`src/rtl/rom_chk_pkg.sv`:
```
// Package: shared constants and types for the ROM integrity checker.
// Assumes a 4-bit redundantly encoded ownership select.
package rom_chk_pkg;

    localparam int SEL_W = 4;
    localparam logic [SEL_W-1:0] SEL_CHK = 4'b1010;
    localparam logic [SEL_W-1:0] SEL_BUS = 4'b0101;

    typedef enum logic [2:0] {
        ST_FETCH  = 3'd0,
        ST_LATCH  = 3'd1,
        ST_SEND   = 3'd2,
        ST_EFETCH = 3'd3,
        ST_ESTORE = 3'd4,
        ST_WAIT   = 3'd5,
        ST_DONE   = 3'd6
    } seq_state_e;

endpackage

```
`src/rtl/rom_chk_seq.sv`:
```
// Module: rom_chk_seq
// Walks the ROM once after reset. Message words are fetched one at a time,
// latched, and offered to the hash engine until accepted. Digest words are
// then fetched and handed to the compare unit.
// Assumes ROM read data is valid exactly one cycle after a request.
module rom_chk_seq
    import rom_chk_pkg::*;
#(
    parameter int ADDR_W    = 6,
    parameter int DATA_W    = 32,
    parameter int DIG_WORDS = 8
) (
    input  logic              clk,
    input  logic              rst_n,
    input  logic              done_i,
    output logic              rd_req_o,
    output logic [ADDR_W-1:0] rd_addr_o,
    input  logic [DATA_W-1:0] rd_data_i,
    output logic              hash_valid_o,
    output logic [DATA_W-1:0] hash_data_o,
    output logic              hash_last_o,
    input  logic              hash_ready_i,
    output logic              exp_we_o,
    output logic [((DIG_WORDS > 1) ? $clog2(DIG_WORDS) : 1)-1:0] exp_idx_o,
    output logic [DATA_W-1:0] exp_word_o,
    output logic              exp_last_o
);

    localparam int DEPTH     = 1 << ADDR_W;
    localparam int MSG_WORDS = DEPTH - DIG_WORDS;
    localparam int IDX_W     = (DIG_WORDS > 1) ? $clog2(DIG_WORDS) : 1;
    localparam logic [ADDR_W-1:0] MSG_LAST = ADDR_W'(MSG_WORDS - 1);
    localparam logic [ADDR_W-1:0] MSG_BASE = ADDR_W'(MSG_WORDS);
    localparam logic [ADDR_W-1:0] TOP_ADDR = ADDR_W'(DEPTH - 1);

    seq_state_e        state_q;
    logic [ADDR_W-1:0] ptr_q;
    logic [DATA_W-1:0] hold_q;
    logic [ADDR_W-1:0] dig_off;

    // Sequencing: fetch, latch, offer each message word, then read the digest words.
    always_ff @(posedge clk) begin
        if (!rst_n) begin
            state_q <= ST_FETCH;
            ptr_q   <= '0;
            hold_q  <= '0;
        end else begin
            case (state_q)
                ST_FETCH:  state_q <= ST_LATCH;
                ST_LATCH: begin
                    hold_q  <= rd_data_i;
                    state_q <= ST_SEND;
                end
                ST_SEND: begin
                    if (hash_ready_i) begin
                        ptr_q   <= ptr_q + 1'b1;
                        state_q <= (ptr_q == MSG_LAST) ? ST_EFETCH : ST_FETCH;
                    end
                end
                ST_EFETCH: state_q <= ST_ESTORE;
                ST_ESTORE: begin
                    ptr_q   <= ptr_q + 1'b1;
                    state_q <= (ptr_q == TOP_ADDR) ? ST_WAIT : ST_EFETCH;
                end
                ST_WAIT: begin
                    if (done_i) state_q <= ST_DONE;
                end
                default: state_q <= ST_DONE;
            endcase
        end
    end

    // Output decode: read strobes, hash handshake and digest word writes.
    always_comb begin
        dig_off      = ptr_q - MSG_BASE;
        rd_req_o     = (state_q == ST_FETCH) || (state_q == ST_EFETCH);
        rd_addr_o    = ptr_q;
        hash_valid_o = (state_q == ST_SEND);
        hash_data_o  = hold_q;
        hash_last_o  = (state_q == ST_SEND) && (ptr_q == MSG_LAST);
        exp_we_o     = (state_q == ST_ESTORE);
        exp_idx_o    = IDX_W'(dig_off);
        exp_word_o   = rd_data_i;
        exp_last_o   = (state_q == ST_ESTORE) && (ptr_q == TOP_ADDR);
    end

endmodule

```
`src/rtl/rom_chk_cmp.sv`:
```
// Module: rom_chk_cmp
// Holds the expected and computed digests and compares them once both are
// present, whichever arrives first. Only the first computed digest pulse
// after reset is taken. The result is sticky until reset.
module rom_chk_cmp #(
    parameter int DATA_W    = 32,
    parameter int DIG_WORDS = 8
) (
    input  logic                        clk,
    input  logic                        rst_n,
    input  logic                        exp_we_i,
    input  logic [((DIG_WORDS > 1) ? $clog2(DIG_WORDS) : 1)-1:0] exp_idx_i,
    input  logic [DATA_W-1:0]           exp_word_i,
    input  logic                        exp_last_i,
    input  logic                        dig_valid_i,
    input  logic [DATA_W*DIG_WORDS-1:0] dig_i,
    output logic [DATA_W*DIG_WORDS-1:0] exp_dig_o,
    output logic [DATA_W*DIG_WORDS-1:0] comp_dig_o,
    output logic                        done_o,
    output logic                        good_o
);

    localparam int DIG_W = DATA_W * DIG_WORDS;

    logic [DIG_WORDS-1:0][DATA_W-1:0] exp_q;
    logic [DIG_W-1:0]                 comp_q;
    logic                             comp_have_q;
    logic                             exp_have_q;
    logic                             done_q;
    logic                             good_q;
    logic [DIG_WORDS-1:0]             word_eq;

    // Per-word equality so that the compare stays one word wide deep.
    for (genvar k = 0; k < DIG_WORDS; k++) begin : g_word_eq
        assign word_eq[k] = (comp_q[k*DATA_W +: DATA_W] == exp_q[k]);
    end

    // Capture both digests and settle the verdict once both are held.
    always_ff @(posedge clk) begin
        if (!rst_n) begin
            exp_q       <= '0;
            comp_q      <= '0;
            comp_have_q <= 1'b0;
            exp_have_q  <= 1'b0;
            done_q      <= 1'b0;
            good_q      <= 1'b0;
        end else begin
            if (exp_we_i) exp_q[exp_idx_i] <= exp_word_i;
            if (exp_last_i) exp_have_q <= 1'b1;
            if (dig_valid_i && !comp_have_q) begin
                comp_q      <= dig_i;
                comp_have_q <= 1'b1;
            end
            if (comp_have_q && exp_have_q && !done_q) begin
                done_q <= 1'b1;
                good_q <= &word_eq;
            end
        end
    end

    assign exp_dig_o  = exp_q;
    assign comp_dig_o = comp_q;
    assign done_o     = done_q;
    assign good_o     = good_q;

endmodule

```
`src/rtl/rom_chk_mux.sv`:
```
// Module: rom_chk_mux
// Owns the redundantly encoded select of the ROM port. It steers the port to
// the checker or the bus, flags any illegal select as a sticky fatal error,
// and generates bus read valid. Assumes done_i is sticky.
module rom_chk_mux
    import rom_chk_pkg::*;
#(
    parameter int ADDR_W = 6
) (
    input  logic              clk,
    input  logic              rst_n,
    input  logic              done_i,
    input  logic [SEL_W-1:0]  sel_flip_i,
    input  logic              chk_req_i,
    input  logic [ADDR_W-1:0] chk_addr_i,
    input  logic              bus_req_i,
    input  logic [ADDR_W-1:0] bus_addr_i,
    output logic              rom_req_o,
    output logic [ADDR_W-1:0] rom_addr_o,
    output logic              bus_ready_o,
    output logic              bus_rvalid_o,
    output logic              fatal_o
);

    logic [SEL_W-1:0] sel_q;
    logic [SEL_W-1:0] sel_eff;
    logic             sel_ok;
    logic             fatal_q;
    logic             rvalid_q;
    logic             own_chk;
    logic             own_bus;

    // Ownership select: checker from reset, bus once the check is done.
    always_ff @(posedge clk) begin
        if (!rst_n)      sel_q <= SEL_CHK;
        else if (done_i) sel_q <= SEL_BUS;
    end

    // Decode the select as seen after a possible upset.
    always_comb begin
        sel_eff = sel_q ^ sel_flip_i;
        own_chk = (sel_eff == SEL_CHK) && !fatal_q;
        own_bus = (sel_eff == SEL_BUS) && !fatal_q;
        sel_ok  = (sel_eff == SEL_CHK) || (sel_eff == SEL_BUS);
    end

    // Sticky fatal flag on any illegal select encoding.
    always_ff @(posedge clk) begin
        if (!rst_n)       fatal_q <= 1'b0;
        else if (!sel_ok) fatal_q <= 1'b1;
    end

    // Bus read data valid one cycle after an accepted request.
    always_ff @(posedge clk) begin
        if (!rst_n) rvalid_q <= 1'b0;
        else        rvalid_q <= bus_req_i && own_bus;
    end

    // Port steering; an illegal select drives no request.
    always_comb begin
        rom_req_o  = 1'b0;
        rom_addr_o = chk_addr_i;
        if (own_chk) begin
            rom_req_o = chk_req_i;
        end else if (own_bus) begin
            rom_req_o  = bus_req_i;
            rom_addr_o = bus_addr_i;
        end
    end

    assign bus_ready_o  = own_bus;
    assign bus_rvalid_o = rvalid_q;
    assign fatal_o      = fatal_q;

endmodule

```
`src/rtl/rom_chk_top.sv`:
```
// Module: rom_chk_top
// ROM integrity check controller. It ties the sequencer, the digest compare
// and the ownership mux together. Assumes a single-cycle-latency ROM outside.
module rom_chk_top
    import rom_chk_pkg::*;
#(
    parameter int ADDR_W    = 6,
    parameter int DATA_W    = 32,
    parameter int DIG_WORDS = 8
) (
    input  logic                        clk,
    input  logic                        rst_n,
    output logic                        rom_req_o,
    output logic [ADDR_W-1:0]           rom_addr_o,
    input  logic [DATA_W-1:0]           rom_rdata_i,
    output logic                        hash_valid_o,
    output logic [DATA_W-1:0]           hash_data_o,
    output logic                        hash_last_o,
    input  logic                        hash_ready_i,
    input  logic                        dig_valid_i,
    input  logic [DATA_W*DIG_WORDS-1:0] dig_i,
    output logic [DATA_W*DIG_WORDS-1:0] exp_dig_o,
    output logic [DATA_W*DIG_WORDS-1:0] comp_dig_o,
    output logic                        done_o,
    output logic                        good_o,
    output logic                        fatal_o,
    input  logic [SEL_W-1:0]            sel_flip_i,
    input  logic                        bus_req_i,
    input  logic [ADDR_W-1:0]           bus_addr_i,
    output logic                        bus_ready_o,
    output logic                        bus_rvalid_o,
    output logic [DATA_W-1:0]           bus_rdata_o
);

    localparam int IDX_W = (DIG_WORDS > 1) ? $clog2(DIG_WORDS) : 1;

    logic              chk_req;
    logic [ADDR_W-1:0] chk_addr;
    logic              exp_we;
    logic [IDX_W-1:0]  exp_idx;
    logic [DATA_W-1:0] exp_word;
    logic              exp_last;
    logic              done_raw;
    logic              good_raw;
    logic              fatal_raw;

    rom_chk_seq #(
        .ADDR_W(ADDR_W), .DATA_W(DATA_W), .DIG_WORDS(DIG_WORDS)
    ) i_seq (
        .clk          (clk),
        .rst_n        (rst_n),
        .done_i       (done_raw),
        .rd_req_o     (chk_req),
        .rd_addr_o    (chk_addr),
        .rd_data_i    (rom_rdata_i),
        .hash_valid_o (hash_valid_o),
        .hash_data_o  (hash_data_o),
        .hash_last_o  (hash_last_o),
        .hash_ready_i (hash_ready_i),
        .exp_we_o     (exp_we),
        .exp_idx_o    (exp_idx),
        .exp_word_o   (exp_word),
        .exp_last_o   (exp_last)
    );

    rom_chk_cmp #(
        .DATA_W(DATA_W), .DIG_WORDS(DIG_WORDS)
    ) i_cmp (
        .clk         (clk),
        .rst_n       (rst_n),
        .exp_we_i    (exp_we),
        .exp_idx_i   (exp_idx),
        .exp_word_i  (exp_word),
        .exp_last_i  (exp_last),
        .dig_valid_i (dig_valid_i),
        .dig_i       (dig_i),
        .exp_dig_o   (exp_dig_o),
        .comp_dig_o  (comp_dig_o),
        .done_o      (done_raw),
        .good_o      (good_raw)
    );

    rom_chk_mux #(
        .ADDR_W(ADDR_W)
    ) i_mux (
        .clk          (clk),
        .rst_n        (rst_n),
        .done_i       (done_raw),
        .sel_flip_i   (sel_flip_i),
        .chk_req_i    (chk_req),
        .chk_addr_i   (chk_addr),
        .bus_req_i    (bus_req_i),
        .bus_addr_i   (bus_addr_i),
        .rom_req_o    (rom_req_o),
        .rom_addr_o   (rom_addr_o),
        .bus_ready_o  (bus_ready_o),
        .bus_rvalid_o (bus_rvalid_o),
        .fatal_o      (fatal_raw)
    );

    assign done_o      = done_raw;
    assign good_o      = good_raw && !fatal_raw;
    assign fatal_o     = fatal_raw;
    assign bus_rdata_o = rom_rdata_i;

endmodule

```
`config.mk`:
```
export PLATFORM = sky130hd
export DESIGN_NAME = rom_chk_top
export DESIGN_NICKNAME = d
export VERILOG_FILES = /design/src/rtl/rom_chk_pkg.sv /design/src/rtl/rom_chk_seq.sv /design/src/rtl/rom_chk_cmp.sv /design/src/rtl/rom_chk_mux.sv /design/src/rtl/rom_chk_top.sv
export SDC_FILE = /design/constraint.sdc
export NUM_CORES = 1
export LEC_CHECK = 0
export ABC_AREA = 0
export BUFFER_PORTS_ARGS = -buffer_cell sky130_fd_sc_hd__buf_2
export CELL_PAD_IN_SITES_DETAIL_PLACEMENT = 1
export CELL_PAD_IN_SITES_GLOBAL_PLACEMENT = 1
export CORE_AREA = 5 5 344 346
export DETAILED_ROUTE_END_ITERATION = 8
export DIE_AREA = 0 0 349 351
export PLACE_DENSITY = 0.49
export SLEW_MARGIN = 10
export SYNTH_ARGS = -nofsm -noshare
export SYNTH_HDL_FRONTEND = slang
export SYNTH_SLANG_ARGS = --single-unit
```
`constraint.sdc`:
```
create_clock -name clk -period 2.5 [get_ports clk]
set_clock_uncertainty 0.2 [all_clocks]
set_input_delay 0.125 -clock clk [delete_from_list [all_inputs] [get_ports clk]]
set_output_delay 0.125 -clock clk [all_outputs]
set_load 0.01 [all_outputs]
```
==> impl_metrics.tcl <==
set metrics [dict create \
    finalSetupViolCount 0 \
    rr_startpoint "i_cmp.exp_dig_o[55]" \
    synth-seq-area-share 0.465 \
    place_hpwl_um 127000 \
    synth_area_um2 24100 \
    first_pass_iters 5 \
    path_clk_slew_ps 60 \
    syn_to_final_growth_pct 57.3 \
    crit_top_cell "buf_6" \
    drive_gt1_frac 0.283 \
    synth.most_common_cell "nand2_1" \
    final_hold_viol_count 0 \
    cts_htree_levels 3 \
    ff2ff_setup_slack_ps 80 \
    cp.arrival_ps 2170 \
    ff2ff_path_depth 6 \
    io_pins 893 \
    ir_worst_vdd_mv 0.365 \
    ys.flop_type "dfxtp_1" \
    num_rows 125 \
    start_util 0.210 \
    seq_area_um2 11200 \
    worstPathMaxFanout 7 \
    yosys_warnings 0 \
    r2r-end "i_cmp.good_o" \
    ant_nets 0 \
    hold_class "in2reg" \
    dpl_cell_area_um2 30600 \
    die-height_um 351 \
    grt_overflow_total 0 \
    cts.sinks 561 \
    synth_top_area_cell "dfxtp_1" \
    total_power_uw 24800 \
    worstSetupPathType "reg2out" \
    multiInputGateArea_um2 12000 \
    ys_top_cells_by_area "dfxtp_1 47%, nand2_1 16%, a21boi_0 14%" \
    slew_headroom 0.203 \
    gp_congestion 0.826 \
    grt_pass1_vias 26200 \
    ys_ff_latch 561 \
    wl_um 169000 \
    cp_top_family "simple AND/OR/NAND/NOR gates" \
    synth_edf_count 0 \
    power_leakage_uw 0.0170 \
    die_x_um 349 \
    start_kind "register" \
    critPathMaxStageDelay_ps 330 \
    synth_fp_nets 3156 \
    min_period_ps 2490 \
    maxCapViolCount 0 \
    whs_endpoint "i_cmp.comp_dig_o[151]" \
    finalNetCount 4440 \
    yosys-top-cells-count "1,037 x nand2_1, 561 x dfxtp_1, 462 x a21boi_0" \
    io_buffers 892 \
    cts_made_buffers 75 \
    slew_violations 0 \
    cts_tree "yes" \
    place_inst 5132 \
    wl_per_cell_um 29.5 \
    fin_cells 5719 \
    outcome "finished clean" \
    crit_start "i_mux.sel_q[1]" \
    drc 0 \
    grt_use_total 0.263 \
    cp_cell_sequence "or3_4, a211oi_4, buf_6, mux2_4, buf_6" \
    p_per_area_nw_per_um2 652 \
    hp-start "dig_i[151]" \
    slowest_stage "or3_4" \
    vias 25300 \
    final.period_utilization 0.996 \
    worst_slew_pin_slew_ps 1190 \
    dieArea_um2 122000 \
    yosysTopAreaCellShare 0.465 \
    clock_path_buffers 3 \
    critPathRequiredTime_ps 2170 \
    path_buf_inv 2 \
    rsz0062_at_grt "true" \
    synth_area_per_cell_um2 8.46 \
    first_iter_violations 1512 \
    final_area_um2 38000 \
    synthCells 2852 \
    max_clock_freq_ghz 0.402 \
    cts-root-buf "clkbuf_16" \
    via_per_inst 4.43 \
    synth-async-reset-ratio 0 \
    core_um2 115000 \
    synth.distinct_cells 47 \
    end_kind "primary output" \
    worst-path-stages 5 \
    fill_cells 13700 \
    grt_max_degree 103 \
    hold_path_depth 4 \
    clk_latency_ps 660 \
    antenna_found_initial 27 \
    grt_pass1_wl_um 222000 \
]
## report_power, final
part           internal (uW)  total, uW  switching [uW]
clock network           7040      11600            4550
registers               9240       9570             338
logic                   1500       3610            2110
total                  17800      24800            6990
## final cells by class
type | instances | share of cell area
Clock inverter | 24 | 0.0106
Clock buffer | 108 | 0.0570
Antenna cell | 4 | 0.000264
Multi-Input combinational cell | 2042 | 0.315
Timing Repair Buffer | 1454 | 0.270
Tap cell | 1524 | 0.0502
Inverter | 2 | 0.000198
Sequential cell | 561 | 0.296
## metrics by stage
step	hold slack (ps)	util	setup slack [ps]	TNS, ps
after global routing	60.4	0.330	-71.7	-369
after CTS	16.1	0.329	-24.0	-43.7
after global placement	175	0.265	-868	-868
after detailed placement	179	0.266	-422	-422
after floorplan	35.2	-	616	0
final	62.5	0.330	9.74	0
## worst max-delay path by stage
stage | end | slack (ps)
2_1_floorplan | rom_addr_o[0] | 620
3_3_place_gp | i_cmp.good_o | -870
3_5_place_dp | i_cmp.good_o | -420
4_1_cts | rom_addr_o[4] | -20
5_1_grt | rom_addr_o[4] | -70
6_report | rom_addr_o[4] | 10
## logic make-up (layout without fill, tap and decap cells)
kind of cell               count (synthesis)  in the layout  synth area share
AOI/OAI and AO/OA                        532            532             0.165
xor gates and xnor gates                 262            262            0.0951
adders and majority gates                  1              1          0.000518
buffers and inverters                    249           1588            0.0522
DFF                                      561            561             0.465
muxes                                     39             39            0.0165
other                                      0              4                 0
and+or+nand+nor                         1208           1208             0.206
## timing repair
action                                  CTS  global route
hold buffers                            446             0
buffers inserted                          3             2
endpoints found under the hold margin   556             0
endpoints found under the setup margin   10            16
gates resized for setup                  45            17
pin swaps                                 4             2
## per-layer routing
layer	track usage	up-vias	routed length [um]
met3	0.0685	217	11400
li1	-	11800	-
met2	0.454	873	82000
met1	0.318	12400	69200
met5	0.00471	-	118
met4	0.0882	10	6160
## cells in the final DEF (no fill, tap or decap), types with 9 or more instances in the layout
master and count:
xor2_1 185, xnor2_1 75, a21boi_1 50, buf_6 10, mux2i_1 33, buf_12 32
bufinv_16 10, buf_4 80, clkbuf_1 19, nor2b_1 37, clkbuf_16 77, a21boi_0 462
clkinv_2 9, nor4_2 14, nand2_1 1031, dfxtp_1 555, dlygate4sd3_1 446, nor4_1 32
nand4_1 31, clkbuf_8 12, nor4_4 9, buf_2 885
## worst reg2reg max path, cell delays in order, from the launching register on
cell     delay, ps
dfxtp_1        450
xor2_1         260
nor4_4         470
nand4_1        180
nor4_1         460
nand4_1        120
o21ai_0        180
## flip-flops by register name, summed over array words and instances (netlist names)
| signal | cells |
|---|---|
| i_seq.state_q | 3 |
| i_cmp.done_o | 1 |
| i_seq.hash_data_o | 32 |
| i_cmp.exp_have_q | 1 |
| i_cmp.comp_dig_o | 256 |
| i_mux.fatal_o | 1 |
| i_mux.sel_q | 2 |
| i_seq.rd_addr_o | 6 |
| i_cmp.comp_have_q | 1 |
| i_cmp.good_o | 1 |
| i_cmp.exp_dig_o | 256 |
| i_mux.bus_rvalid_o | 1 |
No activity file was read; power rests on OpenSTA's default activity.
